$ cat src/rtl/byte_alu_pkg.sv
package byte_alu_pkg;
  localparam int NFLAG = 6;
  localparam int FC = 0;
  localparam int FZ = 1;
  localparam int FN = 2;
  localparam int FV = 3;
  localparam int FS = 4;
  localparam int FH = 5;

  typedef logic [NFLAG-1:0] flags_t;

  localparam flags_t M_ZNVS  = 6'b011110;
  localparam flags_t M_ZNVSC = 6'b011111;
  localparam flags_t M_ALL   = 6'b111111;

  typedef enum logic [4:0] {
    OP_ADD     = 5'd0,
    OP_ADDC    = 5'd1,
    OP_SUB     = 5'd2,
    OP_SUBC    = 5'd3,
    OP_CMP     = 5'd4,
    OP_CMPC    = 5'd5,
    OP_AND     = 5'd6,
    OP_OR      = 5'd7,
    OP_XOR     = 5'd8,
    OP_SETMASK = 5'd9,
    OP_CLRMASK = 5'd10,
    OP_TEST    = 5'd11,
    OP_ZERO    = 5'd12,
    OP_ONES    = 5'd13,
    OP_INC     = 5'd14,
    OP_DEC     = 5'd15,
    OP_CPL     = 5'd16,
    OP_NEGATE  = 5'd17,
    OP_SHL     = 5'd18,
    OP_SHR     = 5'd19,
    OP_ROTL    = 5'd20,
    OP_WADD    = 5'd21,
    OP_WSUB    = 5'd22
  } alu_op_e;
endpackage

$ cat src/rtl/byte_alu_arith.sv
module byte_alu_arith #(
  parameter int DW = 8
) (
  input  logic [DW-1:0] a,
  input  logic [DW-1:0] b,
  input  logic          cin,
  input  logic          sub,
  input  logic          zin,
  input  logic          zchain,
  output logic [DW-1:0] r,
  output logic          c,
  output logic          h,
  output logic          v,
  output logic          z
);
  localparam int HB = DW/2 - 1;

  logic [DW:0]   ext;
  logic [HB+1:0] lo;

  always_comb begin
    if (sub) begin
      ext = {1'b0, a} - {1'b0, b} - {{DW{1'b0}}, cin};
      lo  = {1'b0, a[HB:0]} - {1'b0, b[HB:0]} - {{(HB+1){1'b0}}, cin};
    end else begin
      ext = {1'b0, a} + {1'b0, b} + {{DW{1'b0}}, cin};
      lo  = {1'b0, a[HB:0]} + {1'b0, b[HB:0]} + {{(HB+1){1'b0}}, cin};
    end
    r = ext[DW-1:0];
    c = ext[DW];
    h = lo[HB+1];
    if (sub) v = (a[DW-1] != b[DW-1]) && (r[DW-1] != a[DW-1]);
    else     v = (a[DW-1] == b[DW-1]) && (r[DW-1] != a[DW-1]);
    z = (r == '0) && (!zchain || zin);
  end
endmodule

$ cat src/rtl/byte_alu_logic.sv
module byte_alu_logic
  import byte_alu_pkg::*;
#(
  parameter int DW = 8
) (
  input  alu_op_e       op,
  input  logic [DW-1:0] a,
  input  logic [DW-1:0] b,
  output logic [DW-1:0] r
);
  always_comb begin
    case (op)
      OP_AND:     r = a & b;
      OP_OR:      r = a | b;
      OP_SETMASK: r = a | b;
      OP_XOR:     r = a ^ b;
      OP_CLRMASK: r = a & ~b;
      OP_TEST:    r = a;
      OP_ONES:    r = '1;
      OP_CPL:     r = ~a;
      default:    r = '0;
    endcase
  end
endmodule

$ cat src/rtl/byte_alu_shift.sv
module byte_alu_shift
  import byte_alu_pkg::*;
#(
  parameter int DW = 8
) (
  input  alu_op_e       op,
  input  logic [DW-1:0] a,
  input  logic          cin,
  output logic [DW-1:0] r,
  output logic          c
);
  always_comb begin
    case (op)
      OP_SHR: begin
        r = {1'b0, a[DW-1:1]};
        c = a[0];
      end
      OP_ROTL: begin
        r = {a[DW-2:0], cin};
        c = a[DW-1];
      end
      default: begin
        r = {a[DW-2:0], 1'b0};
        c = a[DW-1];
      end
    endcase
  end
endmodule

$ cat src/rtl/byte_alu_word.sv
module byte_alu_word #(
  parameter int DW = 8,
  parameter int KW = 6
) (
  input  logic [2*DW-1:0] pair,
  input  logic [KW-1:0]   k,
  input  logic            sub,
  output logic [2*DW-1:0] r,
  output logic            c,
  output logic            v
);
  localparam int PW = 2*DW;

  logic [PW:0] ext;
  logic [PW:0] kext;

  always_comb begin
    kext = {{(PW+1-KW){1'b0}}, k};
    if (sub) ext = {1'b0, pair} - kext;
    else     ext = {1'b0, pair} + kext;
    r = ext[PW-1:0];
    c = ext[PW];
    if (sub) v = pair[PW-1] && !r[PW-1];
    else     v = !pair[PW-1] && r[PW-1];
  end
endmodule

$ cat src/rtl/byte_alu.sv
module byte_alu
  import byte_alu_pkg::*;
#(
  parameter int DW = 8,
  parameter int KW = 6
) (
  input  logic            clk,
  input  logic            rst,
  input  logic [4:0]      op_code,
  input  logic [DW-1:0]   opa_i,
  input  logic [DW-1:0]   opb_i,
  input  logic [5:0]      flags_i,
  input  logic [2*DW-1:0] pair_i,
  input  logic [KW-1:0]   kimm_i,
  output logic [2*DW-1:0] res_o,
  output logic            res_we_o,
  output logic [5:0]      flags_o,
  output logic [5:0]      flag_we_o
);
  localparam int PW = 2*DW;
  localparam logic [DW-1:0] ONE = {{(DW-1){1'b0}}, 1'b1};

  alu_op_e op_e;
  assign op_e = alu_op_e'(op_code);

  logic [DW-1:0] ar_a, ar_b, ar_r;
  logic          ar_cin, ar_sub, ar_chain, ar_c, ar_h, ar_v, ar_z;
  logic [DW-1:0] lg_r, sh_r;
  logic          sh_c;
  logic [PW-1:0] wd_r;
  logic          wd_c, wd_v;

  always_comb begin
    ar_a     = opa_i;
    ar_b     = opb_i;
    ar_cin   = 1'b0;
    ar_sub   = 1'b0;
    ar_chain = 1'b0;
    case (op_e)
      OP_ADDC: ar_cin = flags_i[FC];
      OP_SUB, OP_CMP: ar_sub = 1'b1;
      OP_SUBC, OP_CMPC: begin
        ar_sub   = 1'b1;
        ar_cin   = flags_i[FC];
        ar_chain = 1'b1;
      end
      OP_NEGATE: begin
        ar_a   = '0;
        ar_b   = opa_i;
        ar_sub = 1'b1;
      end
      OP_INC: ar_b = ONE;
      OP_DEC: begin
        ar_b   = ONE;
        ar_sub = 1'b1;
      end
      default: ;
    endcase
  end

  byte_alu_arith #(.DW(DW)) u_arith (
    .a(ar_a), .b(ar_b), .cin(ar_cin), .sub(ar_sub), .zin(flags_i[FZ]),
    .zchain(ar_chain), .r(ar_r), .c(ar_c), .h(ar_h), .v(ar_v), .z(ar_z)
  );

  byte_alu_logic #(.DW(DW)) u_logic (
    .op(op_e), .a(opa_i), .b(opb_i), .r(lg_r)
  );

  byte_alu_shift #(.DW(DW)) u_shift (
    .op(op_e), .a(opa_i), .cin(flags_i[FC]), .r(sh_r), .c(sh_c)
  );

  byte_alu_word #(.DW(DW), .KW(KW)) u_word (
    .pair(pair_i), .k(kimm_i), .sub(op_e == OP_WSUB), .r(wd_r), .c(wd_c), .v(wd_v)
  );

  logic [PW-1:0] res_n;
  logic          we_n;
  flags_t        nf, mask;

  always_comb begin
    res_n = '0;
    we_n  = 1'b0;
    nf    = '0;
    mask  = '0;
    case (op_e)
      OP_ADD, OP_ADDC, OP_SUB, OP_SUBC, OP_NEGATE, OP_CMP, OP_CMPC: begin
        res_n  = {{DW{1'b0}}, ar_r};
        we_n   = !(op_e == OP_CMP || op_e == OP_CMPC);
        nf[FC] = ar_c;
        nf[FH] = ar_h;
        nf[FV] = ar_v;
        nf[FZ] = ar_z;
        nf[FN] = ar_r[DW-1];
        mask   = M_ALL;
      end
      OP_INC, OP_DEC: begin
        res_n  = {{DW{1'b0}}, ar_r};
        we_n   = 1'b1;
        nf[FV] = ar_v;
        nf[FZ] = ar_z;
        nf[FN] = ar_r[DW-1];
        mask   = M_ZNVS;
      end
      OP_AND, OP_OR, OP_XOR, OP_SETMASK, OP_CLRMASK, OP_TEST, OP_ZERO, OP_ONES: begin
        res_n  = {{DW{1'b0}}, lg_r};
        we_n   = 1'b1;
        nf[FZ] = (lg_r == '0);
        nf[FN] = lg_r[DW-1];
        mask   = M_ZNVS;
      end
      OP_CPL: begin
        res_n  = {{DW{1'b0}}, lg_r};
        we_n   = 1'b1;
        nf[FC] = 1'b1;
        nf[FZ] = (lg_r == '0);
        nf[FN] = lg_r[DW-1];
        mask   = M_ZNVSC;
      end
      OP_SHL, OP_SHR, OP_ROTL: begin
        res_n  = {{DW{1'b0}}, sh_r};
        we_n   = 1'b1;
        nf[FC] = sh_c;
        nf[FZ] = (sh_r == '0);
        nf[FN] = sh_r[DW-1];
        nf[FV] = sh_r[DW-1] ^ sh_c;
        mask   = M_ZNVSC;
      end
      OP_WADD, OP_WSUB: begin
        res_n  = wd_r;
        we_n   = 1'b1;
        nf[FC] = wd_c;
        nf[FV] = wd_v;
        nf[FZ] = (wd_r == '0);
        nf[FN] = wd_r[PW-1];
        mask   = M_ZNVSC;
      end
      default: ;
    endcase
    nf[FS] = nf[FN] ^ nf[FV];
  end

  always_ff @(posedge clk) begin
    if (rst) begin
      res_o     <= '0;
      res_we_o  <= 1'b0;
      flags_o   <= '0;
      flag_we_o <= '0;
    end else begin
      res_o     <= res_n;
      res_we_o  <= we_n;
      flags_o   <= (mask & nf) | (~mask & flags_i);
      flag_we_o <= mask;
    end
  end
endmodule

$ cat config.mk
export PLATFORM = sky130hd
export DESIGN_NAME = byte_alu
export DESIGN_NICKNAME = d
export VERILOG_FILES = /design/src/rtl/byte_alu_pkg.sv /design/src/rtl/byte_alu_arith.sv /design/src/rtl/byte_alu_logic.sv /design/src/rtl/byte_alu_shift.sv /design/src/rtl/byte_alu_word.sv /design/src/rtl/byte_alu.sv
export SDC_FILE = /design/constraint.sdc
export NUM_CORES = 1
export LEC_CHECK = 0
export BUFFER_PORTS_ARGS = -buffer_cell sky130_fd_sc_hd__buf_2
export CORE_MARGIN = 4
export CORE_UTILIZATION = 40
export DETAILED_ROUTE_END_ITERATION = 16
export SLEW_MARGIN = 20
export SYNTH_ARGS = -nofsm -noshare
export SYNTH_HDL_FRONTEND = slang
export SYNTH_SLANG_ARGS = --single-unit
$ cat constraint.sdc
create_clock -name clk -period 4.8 [get_ports clk]
set_clock_uncertainty 0.15 [all_clocks]
set_input_delay 0.96 -clock clk [delete_from_list [all_inputs] [get_ports clk]]
set_output_delay 0.96 -clock clk [all_outputs]
set_load 0.1 [all_outputs]
[Word-level counts from Yosys, hierarchy flattened]
Cells that the tools add are included.
Word-level totals
  input port bits: 51
  register bits: 29
  output and inout port bits: 29
Cells by class
  equal/unequal tests: 25
  reduce and logical (&&, ||, !) cells: 29
  muxes and demuxes: 20
  bitwise gates (word level): 12
  add/sub/neg operators: 10
Operator list (number)
  $pmux W16 S4: 1
  $pmux W8 S7: 1
  $eq A5 B4 Y1 const B: 8
  $eq A5 B5 Y1 const B: 7
  $pmux W8 S2: 2
  $logic_not A8 Y1: 3
  $eq A5 B3 Y1 const B: 4
  $pmux W6 S3: 1
  $reduce_or A9 Y1: 2
  $add A16 B6 Y17: 1
  $mux W17: 1
  $sub A16 B6 Y17: 1
  $and A8 B8 Y8: 2
  $logic_not A16 Y1: 1
  $not A8 Y8: 2
  $reduce_or A16 Y1: 1
  $and A6 B6 Y6: 2
  $reduce_or A6 Y1: 2
  $eq A5 B2 Y1 const B: 2
  $reduce_or A10 Y1: 1
  $add A8 B8 Y9: 1
  $add A9 B1 Y9: 1
  $mux W9: 1
  $sub A8 B8 Y9: 1
  other kinds (27): 47

[Logic depth before layout (Yosys ltp)]
  depth after elaboration: 13
  gate-level depth with buffers: 18

[Hierarchy]
From an unflattened synthesis, not the netlist that was laid out.
Unflattened totals
  cells, all modules: 559
  area total of the unflattened synthesis: 4221.5 sq um
Modules (own cells, without submodules)
  byte_alu: cells each 187, area each 1486.4 sq um, instances 1, sequential area each 520.5 sq um
  byte_alu_word: cells each 141, area each 1016.0 sq um, instances 1, sequential area each 0.0 sq um
  byte_alu_arith: cells each 125, area each 939.7 sq um, instances 1, sequential area each 0.0 sq um
  byte_alu_logic: cells each 92, area each 633.1 sq um, instances 1, sequential area each 0.0 sq um
  byte_alu_shift: cells each 14, area each 146.4 sq um, instances 1, sequential area each 0.0 sq um

[Least setup slack after synthesis]
No wires, ideal clock.
  path kind: input-to-reg
  from: input port op_code[2]
  to: register flags_o[1]
  data arrival time: 4.694 ns
  setup slack: -0.160 ns
  buffers on the path: 2
  cell stages on the path: 16
  library setup time: 0.116 ns
  path through: buf_4 or3b_2 nor2_1 or2_2 clkbuf_1 o22ai_1 ha_1 ha_1 a21o_1 or3b_2 o2111ai_1 nor3_2 mux2i_1 nor4_1 o31a_1 a41o_1
On the way
  cells in the longest elaborated chain, start to end: 11
  elaborated cells between the ends (all ways): 61
  those cells by class: add/sub: 4; eq/ne: 22; mux: 11; bitwise: 4; reduce/logical: 20
Ends and longest elaborated chain
  start: declaration: RTL line byte_alu.sv:9  | input logic [4:0] op_code,
  $eq A5 B4 Y1: RTL line byte_alu.sv:39, byte_alu.sv:87
  $reduce_or A2 Y1 (no line)
  $pmux W8 S2: RTL line byte_alu.sv:39  | case (op_e)
  $add A8 B8 Y9 / $sub A8 B8 Y9 (equally long branches): RTL line byte_alu_arith.sv:26, byte_alu_arith.sv:23
  $add A9 B1 Y9 / $sub A9 B1 Y9 (equally long branches): RTL line byte_alu_arith.sv:26, byte_alu_arith.sv:23
  $mux W9: RTL line byte_alu_arith.sv:22  | if (sub) begin
  $logic_not A8 Y1: RTL line byte_alu_arith.sv:34  | z = (r == '0) && (!zchain || zin);
  $logic_and A1 B1 Y1: RTL line byte_alu_arith.sv:34
  $pmux W2 S4: RTL line byte_alu.sv:87  | case (op_e)
  $and A6 B6 Y6: RTL line byte_alu.sv:153  | flags_o <= (mask & nf) | (~mask & flags_i);
  $or A6 B6 Y6 (*): RTL line byte_alu.sv:153
  end signal: assignment: RTL line byte_alu.sv:153
  end: declaration: RTL line byte_alu.sv:17  | output logic [5:0] flags_o,
Every way passes the cells marked *; elsewhere a longest branch is shown, timed or not.
A chain may end at the register's enable or synchronous reset.

[Final worst setup path]
  from: input port op_code[4]
  to: register flags_o[4]
On the way
  cells in the longest elaborated chain, start to end: 13
  elaborated cells between the ends (all ways): 66
  those cells by class: add/sub: 4; eq/ne: 25; mux: 14; bitwise: 6; reduce/logical: 17
Ends and longest elaborated chain
  $eq A5 B4 Y1: RTL line byte_alu.sv:39, byte_alu.sv:87
  $reduce_or A2 Y1 (no line)
  $pmux W8 S2: RTL line byte_alu.sv:39
  $add A8 B8 Y9 / $sub A8 B8 Y9 (equally long branches): RTL line byte_alu_arith.sv:26, byte_alu_arith.sv:23
  $add A9 B1 Y9 / $sub A9 B1 Y9 (equally long branches): RTL line byte_alu_arith.sv:26, byte_alu_arith.sv:23
  $mux W9: RTL line byte_alu_arith.sv:22
  $ne A1 B1 Y1: RTL line byte_alu_arith.sv:32, byte_alu_arith.sv:33
  $logic_and A1 B1 Y1, on equally long branches: RTL line byte_alu_arith.sv:33, byte_alu_arith.sv:32
  $mux W1: RTL line byte_alu_arith.sv:32  | if (sub) v = (a[DW-1] != b[DW-1]) && (r[DW-1] != a[DW-1]);
  $pmux W1 S3: RTL line byte_alu.sv:87
  $xor A1 B1 Y1: RTL line byte_alu.sv:141  | nf[FS] = nf[FN] ^ nf[FV];
  $and A6 B6 Y6: RTL line byte_alu.sv:153
  $or A6 B6 Y6 (*): RTL line byte_alu.sv:153
Marks and branches as above.

==> flow_summary.json <==
{
  "portBuffers": 79,
  "initial_core_util_pct": 41.4,
  "worst_slew_pin_slew_ns": 0.928,
  "synth_fp_nets": 645,
  "final_cells": 758,
  "rsz0062_at_grt": "false",
  "synthFlopType": "dfxtp_1",
  "period_share_pct": 95.0,
  "power_frac_clock_pct": 13.8,
  "maxSlewHeadroom_pct": 37.3,
  "grt.busiest_layer": "met2",
  "grt_pass1_wl_um": 21200,
  "synthCells": 544,
  "ys_ff_latch": 26,
  "clkSlewWorstSetupHoldPaths_ns": 0.09,
  "post_cts.repair.setup_buffers": 0,
  "antenna_found_initial": 0,
  "startpoint_type": "input pin",
  "num_vias": 4439,
  "use_met2_pct": 35.9,
  "cts_tree": "yes",
  "endpoint": "flags_o[4]",
  "crit_slowest_cell": "or3b_2",
  "max_stage_delay_ns": 0.53,
  "required_ns": 4.82,
  "startpoint": "op_code[4]",
  "end_kind": "flip-flop",
  "syn-cell-area_um2": 4080,
  "cellInternalPower_uw": 526,
  "syn_to_final_growth_pct": 16.2,
  "grt.overflow.total": 0,
  "setup_violations": 0,
  "drt-total-wl_um": 13400,
  "cts_hold_buf": 0,
  "grt_pass1_vias": 4293,
  "clockBufferDepth": 2,
  "gp_congestion": 0.985,
  "drc": 0,
  "yosysSeqAreaShare_pct": 12.8,
  "fmaxAchievable_mhz": 219,
  "avgSynthCellArea_um2": 7.50,
  "peakVddDrop_v": 0.000154,
  "grt_max_degree": 20,
  "diodes": 0,
  "fillers": 1008,
  "numCtsBuffers": 3,
  "timing.hold.ws_ns": 0.784,
  "hp-class": "in -> reg",
  "final_common_cell": "buf_2",
  "root_buffer": "clkbuf_8",
  "swShare_pct": 47.9,
  "cp_top_family": "simple AND/OR/NAND/NOR gates",
  "drt_iter0_drc": 323,
  "routedWlPerCell_um": 17.7,
  "cap_violations": 0,
  "worst-path-stages": 15,
  "grtUsageMet1_pct": 32.6,
  "fin_setup_tns_ns": 0,
  "synth.distinct_cells": 72,
  "grt_use_met3_pct": 1.36,
  "maxSlewViolCount": 0,
  "sequentialPowerShare_pct": 23.2,
  "status": "completed",
  "crit_chain": "buf_2, or3b_2, nor2_4, or2_2, o22ai_1, ha_1, ha_1, a21o_1, or3b_2, o2111ai_1, nor3_2, mux2i_1, a221oi_1, buf_4, o211a_1",
  "cts_htree_levels": 1,
  "yosys-top-cells-area": "ha_1, dfxtp_1, a21oi_1, nor2_1, inv_1",
  "yosys_warnings": 0,
  "synth_edf_count": 0,
  "core_area_um2": 9860,
  "vias_per_cell": 5.86,
  "dieArea_um2": 11900,
  "combPwrFrac_pct": 63.0,
  "netSwitchingPower_uw": 483,
  "hold_viol": 0,
  "cts_resized": 0,
  "placementRows": 36,
  "synth_top_area_share_pct": 13.8,
  "fin_nets": 727,
  "dp_hpwl_um": 11200,
  "cp.arrival_ns": 4.58,
  "min_period_ns": 4.56,
  "clkSinkCount": 26,
  "async_flop_share_pct": 0,
  "path_max_fanout": 7,
  "path_buf_inv": 2,
  "die_w_um": 109,
  "p_leak_uw": 0.00233,
  "final_cell_mix": "buf_2, nor2_1, inv_1",
  "io_pins": 80,
  "synth_top_area_cell": "ha_1",
  "powerDensity_nw_per_um2": 213,
  "layout-drive-gt1-share_pct": 21.6,
  "ant_nets": 0,
  "die-height_um": 109,
  "first_pass_iters": 5,
  "grtUsageTotal_pct": 22.4,
  "fin_util_pct": 48.1,
  "critPathKind": "in -> reg",
  "place_inst": 754
}
[registers in the layout (all words and copies together), names as in the netlist]
| register | flops |
|---|---|
| res_o | 16 |
| flags_o | 6 |
| flag_we_o | 3 |
| res_we_o | 1 |
[layer usage]
| layer | vias to the layer above | routed length [um] |
|---|---|---|
| li1 | 2127 | - |
| met1 | 2090 | 6300 |
| met2 | 190 | 5880 |
| met3 | 32 | 902 |
| met4 | 0 | 323 |
| met5 | - | 0 |
[worst min-delay path by stage]
| stage | startpoint | endpoint | slack [ns] | depth (start not counted) |
|---|---|---|---|---|
| 6_report | flags_i[2] | flags_o[2] | 0.78 | 3 |
| 5_1_grt | flags_i[2] | flags_o[2] | 0.78 | 3 |
| 3_5_place_dp | flags_i[5] | flags_o[5] | 1.05 | 3 |
| 3_3_place_gp | flags_i[5] | flags_o[5] | 1.05 | 3 |
| 4_1_cts | flags_i[2] | flags_o[2] | 0.78 | 3 |
| 2_1_floorplan | flags_i[2] | flags_o[2] | 0.95 | 2 |
[kinds of logic after synthesis]
family	count (synthesis)	share of synthesized area, %
fa+ha+maj	50	16.2
buf+inv	75	8.19
xor+xnor	28	6.01
mux	20	5.00
simple gates	187	24.8
flops	26	12.8
compound gates	158	27.0
[power by group through the flow]
stage | registers [uW] | logic (uW) | clock network [uW]
floorplan | 348 | 358 | 0
global route | 236 | 688 | 151
finish | 234 | 636 | 140
CTS | 235 | 628 | 140
detailed placement | 240 | 625 | 0
global placement | 240 | 618 | 0
[metrics by stage]
stage          setup slack, ns  total power (uW)  instance area [um^2]
2_1_floorplan           0.0155               706                  4090
5_1_grt                 0.0663              1070                  4740
3_5_place_dp            0.0127               865                  4690
6_report                 0.238              1010                  4740
3_3_place_gp             0.140               858                  4690
4_1_cts                  0.290              1000                  4740
[layout make-up]
class	instances	area, um^2	area share [%]
clock buffers	4	55.1	1.16
inverters	47	176	3.72
multi-input cells	443	3230	68.2
flip-flops and latches	26	520	11.0
well taps	133	166	3.51
repair buffers	105	591	12.5
[Yosys cell counts (4+ instances only)]
cell        n
nand2_1    30
or2_2       8
nor3_1      7
nor3b_1     4
ha_1       45
a31oi_1     7
or3_1       5
fa_1        5
o21a_1     12
o211a_1     4
o22ai_1     9
nor4_1      5
inv_1      47
nand4_1     4
o21ai_0    15
buf_4       6
buf_2       6
nor2b_1    12
o32a_1      4
a21oi_1    40
nor2_1     51
o2111ai_1   4
nand3_1    12
and3_1      6
xnor2_1    20
a21o_1     15
nand2b_1   18
dfxtp_1    26
o211ai_1    4
xor2_1      8
a211oi_1    9
mux2i_1    17
clkbuf_1   11
No activity file was read; power rests on OpenSTA's default activity.
